==> src/rtl/jc_pkg.sv <==
package jc_pkg;
  // Strobes passed from the control module to the datapath
  typedef struct packed {
    logic step;   // advance the ring by one position
    logic clear;  // force the ring to all zeros
  } jcStrobe_t;
endpackage

==> src/rtl/jc_ctrl.sv <==
module jc_ctrl
  import jc_pkg::*;
#(
  parameter int SYNC_STAGES = 2
) (
  input  logic      sysClk,
  input  logic      rstN,
  input  logic      cntClk,
  input  logic      cntInh,
  input  logic      mstReset,
  output jcStrobe_t strobe
);
  localparam int TOP = SYNC_STAGES - 1;

  logic [TOP:0] clkSync;
  logic [TOP:0] inhSync;
  logic         effNow;
  logic         effPrev;

  // Synchronizer chains: new samples enter at bit 0 and move up one bit per clock
  always_ff @(posedge sysClk or negedge rstN) begin
    if (!rstN) begin
      clkSync <= '0;
      inhSync <= '0;
      effPrev <= 1'b0;
    end else begin
      clkSync <= {clkSync[TOP-1:0], cntClk};
      inhSync <= {inhSync[TOP-1:0], cntInh};
      effPrev <= effNow;
    end
  end

  // The effective count signal is the clock gated by the inverted inhibit
  assign effNow = clkSync[TOP] & ~inhSync[TOP];

  always_comb begin
    strobe.step  = effNow & ~effPrev;
    strobe.clear = mstReset;
  end

  AST_STEP_PULSE: assert property (@(posedge sysClk) disable iff (!rstN)
    strobe.step |=> !strobe.step);
endmodule

==> src/rtl/jc_datapath.sv <==
module jc_datapath
  import jc_pkg::*;
#(
  parameter int NUM_STAGES = 5
) (
  input  logic                      sysClk,
  input  logic                      rstN,
  input  jcStrobe_t                 strobe,
  output logic [2*NUM_STAGES-1:0]   decOut,
  output logic                      tc
);
  localparam int NUM_OUTS = 2 * NUM_STAGES;
  localparam int MSB      = NUM_STAGES - 1;

  logic [MSB:0]   jState;
  logic [MSB-1:0] adjDiff;
  logic           isLegal;
  logic           feedIn;

  // A legal twisted-ring pattern has at most one change between neighbouring stages
  assign adjDiff = jState[MSB:1] ^ jState[MSB-1:0];
  assign isLegal = ($countones(adjDiff) <= 1);

  // Correction term: an illegal pattern shifts in zeros until it becomes legal
  assign feedIn  = isLegal ? ~jState[MSB] : 1'b0;

  always_ff @(posedge sysClk or negedge rstN) begin
    if (!rstN) begin
      jState <= '0;
    end else if (strobe.clear) begin
      jState <= '0;
    end else if (strobe.step) begin
      jState <= {jState[MSB-1:0], feedIn};
    end
  end

  // Each output is decoded from two neighbouring stages
  for (genvar k = 0; k < NUM_STAGES; k++) begin : g_fill
    if (k == 0) begin : g_first
      assign decOut[0] = ~jState[MSB] & ~jState[0];
    end else begin : g_rest
      assign decOut[k] = jState[k-1] & ~jState[k];
    end
  end

  for (genvar j = 0; j < NUM_STAGES; j++) begin : g_drain
    if (j == 0) begin : g_first
      assign decOut[NUM_STAGES] = jState[MSB] & jState[0];
    end else begin : g_rest
      assign decOut[NUM_STAGES+j] = ~jState[j-1] & jState[j];
    end
  end

  // Carry is high while the ring is still filling with ones
  assign tc = ~jState[MSB];

  AST_CLEAR_ZERO: assert property (@(posedge sysClk) disable iff (!rstN)
    strobe.clear |=> (decOut[0] && tc));
  AST_HOLD_IDLE: assert property (@(posedge sysClk) disable iff (!rstN)
    (!strobe.step && !strobe.clear) |=> $stable(decOut));
  AST_ONE_HOT: assert property (@(posedge sysClk) disable iff (!rstN)
    isLegal |-> $onehot(decOut));
  AST_TC_AFTER_LAST: assert property (@(posedge sysClk) disable iff (!rstN)
    ($rose(tc) && !$past(strobe.clear)) |-> $past(decOut[NUM_OUTS-1]));
endmodule

==> src/rtl/decade_johnson_counter.sv <==
module decade_johnson_counter
  import jc_pkg::*;
#(
  parameter int NUM_STAGES  = 5,
  parameter int SYNC_STAGES = 2
) (
  input  logic                    sysClk,
  input  logic                    rstN,
  input  logic                    cntClk,
  input  logic                    cntInh,
  input  logic                    mstReset,
  output logic [2*NUM_STAGES-1:0] decOut,
  output logic                    termCount
);
  jcStrobe_t strobe;

  jc_ctrl #(.SYNC_STAGES(SYNC_STAGES)) u_ctrl (
    .sysClk   (sysClk),
    .rstN     (rstN),
    .cntClk   (cntClk),
    .cntInh   (cntInh),
    .mstReset (mstReset),
    .strobe   (strobe)
  );

  jc_datapath #(.NUM_STAGES(NUM_STAGES)) u_dp (
    .sysClk (sysClk),
    .rstN   (rstN),
    .strobe (strobe),
    .decOut (decOut),
    .tc     (termCount)
  );
endmodule

==> config.mk <==
export PLATFORM = sky130hd
export DESIGN_NAME = decade_johnson_counter
export DESIGN_NICKNAME = d
export VERILOG_FILES = /design/src/rtl/jc_pkg.sv /design/src/rtl/jc_ctrl.sv /design/src/rtl/jc_datapath.sv /design/src/rtl/decade_johnson_counter.sv
export SDC_FILE = /design/constraint.sdc
export NUM_CORES = 1
export LEC_CHECK = 0
export ABC_AREA = 1
export BUFFER_PORTS_ARGS = -buffer_cell sky130_fd_sc_hd__buf_2
export CAP_MARGIN = 20
export CORE_AREA = 2 2 39 41
export CTS_CLUSTER_SIZE = 28
export DETAILED_ROUTE_END_ITERATION = 6
export DIE_AREA = 0 0 41 43
export GPL_ROUTABILITY_DRIVEN = 0
export PLACE_DENSITY = 0.65
export REMOVE_ABC_BUFFERS = 1
export SLEW_MARGIN = 10
export SYNTH_ARGS = -nofsm -noshare
export SYNTH_HDL_FRONTEND = slang
export SYNTH_SLANG_ARGS = --single-unit
==> constraint.sdc <==
create_clock -name sysClk -period 4.4 [get_ports sysClk]
set_input_delay 0.22 -clock sysClk [delete_from_list [all_inputs] [get_ports sysClk]]
set_output_delay 0.22 -clock sysClk [all_outputs]
set_load 0.05 [all_outputs]
==> load_flow_metrics.sql <==
INSERT INTO impl_metrics (metric_group, metric, value, unit) VALUES
('run_status', 'run_status', 'complete, no violations', ''),
('clock_tree', 'postCtsSetupBuffers', '0', ''),
('yosys', 'synthesis.area', '591', 'sq um'),
('grt', 'grt.overflow.total', '0', ''),
('finish', 'design.final.nets', '104', ''),
('finish', 'filler_cell_count_in_the_final_layout', '139', ''),
('yosys', 'post_synth_arst_share', '1.00', ''),
('detailed_routing', 'routed_via_density', '4.32', ''),
('floorplan', 'core_area', '1380', 'sq um'),
('detailed_routing', 'postRouteWirelength', '962', 'um'),
('hold_path', 'hold_class', 'in2reg', ''),
('grt', 'grt_pass1_vias', '360', ''),
('sta', 'grt_setup_unrepaired', 'false', ''),
('place', 'dp_worst_setup_slack', '2.35', 'ns'),
('yosys', 'area_share_of_the_largest_cell_type_after_synthesis', '0.424', ''),
('clock_tree', 'ctsResizeCount', '0', ''),
('floorplan', 'die_height', '43', 'um'),
('sta', 'hold_viol_final', '0', ''),
('sta', 'post-route-min-period', '2.07', 'ns'),
('hold_path', 'min_to', 'u_ctrl.clkSync[0]$_DFF_PN0_', ''),
('detailed_routing', 'drt_first_iter_violations', '4', ''),
('detailed_routing', 'ant_nets', '0', ''),
('sta', 'final-max-slew-violation-count', '0', ''),
('sta', 'final_critical_path_setup_slack', '2.33', 'ns'),
('clock_tree', 'numClockSinks', '10', ''),
('yosys', 'postSynthAreaPerCell', '8.95', 'sq um'),
('clock_tree', 'cts_buffers', '3', ''),
('yosys', 'yosys-top-cells-count', '17 x sky130_fd_sc_hd__inv_1, 17 x sky130_fd_sc_hd__nand2_1, 11 x sky130_fd_sc_hd__ha_1, 10 x sky130_fd_sc_hd__dfrtp_1, 6 x sky130_fd_sc_hd__nor2_1', ''),
('place', 'dpl.hpwl', '798', 'um'),
('detailed_routing', 'routedWlPerCell', '9.43', 'um'),
('yosys', 'synth_enable_flop_cells', '0', ''),
('sta', 'timing.fmax', '483', 'MHz'),
('worst_setup_path', 'worst_setup_path_end_kind', 'register', ''),
('worst_setup_path', 'worst_path_largest_cell_delay', '0.41', 'ns'),
('grt', 'gr-usage-all-layers', '0.136', ''),
('power_and_ir_drop', 'max-vdd-ir-drop', '0.000183', 'V'),
('detailed_routing', 'drc', '0', ''),
('power_and_ir_drop', 'combinational_cell_fraction_of_total_power', '0.106', ''),
('finish', 'fraction_of_layout_instances_using_a_drive_strength_above_1', '0.256', ''),
('detailed_routing', 'routed-via-count', '441', ''),
('worst_setup_path', 'cp_cell_sequence', 'inv_1 -> ha_1 -> inv_1 -> ha_1 -> ha_1 -> inv_1 -> fa_1 -> nand2_1 -> nor2_1 -> nand2_1 -> nand2_1', ''),
('sta', 'relSlewSlack', '0.833', ''),
('clock_tree', 'h-tree-depth', '1', ''),
('worst_setup_path', 'r2r_setup_slack', '2.33', 'ns'),
('worst_setup_path', 'path_max_fanout', '3', ''),
('worst_setup_path', 'cp_data_required_time', '4.55', 'ns'),
('worst_setup_path', 'critPathKind', 'reg2reg', ''),
('worst_setup_path', 'reg2reg_from', 'u_dp.jState[2]$_DFFE_PN0P_', ''),
('floorplan', 'floorplan.initialDensity', '0.427', ''),
('yosys', 'synth_top_flop_cell', 'sky130_fd_sc_hd__dfrtp_1', ''),
('place', 'place.port_buffers', '15', ''),
('worst_setup_path', 'critical_path_arrival', '2.22', 'ns'),
('place', 'placedInstanceArea', '686', 'sq um'),
('clock_tree', 'clock-root-buffer', 'sky130_fd_sc_hd__clkbuf_4', ''),
('floorplan', 'dieWidth', '41', 'um'),
('floorplan', 'std_cell_rows', '14', ''),
('yosys', 'seq_total_area_yosys', '0.424', ''),
('worst_setup_path', 'cpLargestDelayFamily', 'adder cells', ''),
('hold_path', 'hold_start', 'cntClk', ''),
('power_and_ir_drop', 'switching_share', '0.240', ''),
('yosys', 'ys_top_cells_by_area', 'sky130_fd_sc_hd__dfrtp_1 42%, sky130_fd_sc_hd__ha_1 23%, sky130_fd_sc_hd__inv_1 11%', ''),
('hold_path', 'worst_hold_path.num_cells', '1', ''),
('sta', 'tns', '0', 'ns'),
('power_and_ir_drop', 'leakagePower', '0.461', 'nW'),
('power_and_ir_drop', 'power-per-cell-area', '272', 'nW/um^2'),
('finish', 'stdcell_area', '732', 'sq um'),
('finish', 'area_growth', '23.9', '%'),
('yosys', 'synthDistinctLibCells', '10', ''),
('clock_tree', 'clockBufferDepth', '2', ''),
('yosys', 'synth.largest_area_cell', 'sky130_fd_sc_hd__dfrtp_1', ''),
('worst_setup_path', 'worstRegToRegCells', '11', '');
what timing repair did:
item / 4_1_cts / 5_1_grt
hold buffers: 1 / 0
endpoints found under the hold margin: 10 / 0
endpoints found under the setup margin: 0 / 0
worst max path at each step:
stage	from	endpoint	slack (ns)	cells past startpoint
after floorplan	u_dp.jState[2]$_DFFE_PN0P_	u_dp.jState[0]$_DFFE_PN0P_	2.47	11
after global placement	u_dp.jState[2]$_DFFE_PN0P_	u_dp.jState[0]$_DFFE_PN0P_	2.36	11
after detailed placement	u_dp.jState[2]$_DFFE_PN0P_	u_dp.jState[0]$_DFFE_PN0P_	2.35	11
after CTS	u_dp.jState[2]$_DFFE_PN0P_	u_dp.jState[0]$_DFFE_PN0P_	2.32	11
after global routing	u_dp.jState[2]$_DFFE_PN0P_	u_dp.jState[0]$_DFFE_PN0P_	2.24	11
final	u_dp.jState[2]$_DFFE_PN0P_	u_dp.jState[0]$_DFFE_PN0P_	2.33	11
sequential cells by signal, indices dropped and copies added, names as in the netlist:
name / cells
u_ctrl.inhSync: 2
u_dp.jState: 5
u_ctrl.effPrev: 1
u_ctrl.clkSync: 2
power groups by stage:
stage | sequential [mW] | clock, mW | combinational, mW
after floorplan | 0.0985 | 0 | 0.0144
after global placement | 0.0988 | 0 | 0.0207
after detailed placement | 0.0989 | 0 | 0.0207
after CTS | 0.0972 | 0.0832 | 0.0216
after global routing | 0.0975 | 0.0893 | 0.0238
final | 0.0972 | 0.0809 | 0.0211
cell families after synthesis:
logic type               count (synthesis)  synth area share
adder cells (fa/ha/maj)                 12             0.267
flip-flops                              10             0.424
AND/OR/NAND/NOR                         27             0.201
buffers and inverters                   17             0.108
per-stage QoR:
step           total power [mW]  instances  hold WS (ns)  utilization
2_1_floorplan             0.113         66       -0.0756            -
5_1_grt                   0.211        102        0.0450        0.529
4_1_cts                   0.202        102        0.0537        0.529
6_report                  0.199        102        0.0646        0.529
3_5_place_dp              0.120         97        0.0915        0.495
3_3_place_gp              0.119         97        0.0897        0.495
per-layer routing:
| metal | vias to the layer above | GRT usage | share of wire |
|---|---|---|---|
| li1 | 228 | - | - |
| met1 | 201 | 0.199 | 0.48 |
| met2 | 12 | 0.169 | 0.45 |
| met3 | 0 | 0.0785 | 0.075 |
| met4 | 0 | 0.0400 | 0 |
| met5 | - | 0 | 0 |
area by class of cell:
class | instances | area, sq um | area share
timing repair buffer | 16 | 85.1 | 0.116
clock buffer | 4 | 36.3 | 0.0496
inverter | 17 | 63.8 | 0.0872
multi-input combinational | 39 | 277 | 0.378
sequential | 10 | 250 | 0.342
tap | 16 | 20.0 | 0.0274
cell usage in the layout (no fill, tap or decap), drive strengths merged:
| cell type | Yosys | routed |
|---|---|---|
| inv | 17 | 17 |
| clkbuf | 0 | 4 |
| buf | 0 | 15 |
| nand3 | 2 | 2 |
| ha | 11 | 11 |
| dfrtp | 10 | 10 |
| dlygate4sd3 | 0 | 1 |
| nand2 | 18 | 18 |
| fa | 1 | 1 |
| nor2 | 7 | 7 |
Note: power is estimated with default switching activity, not from simulation.
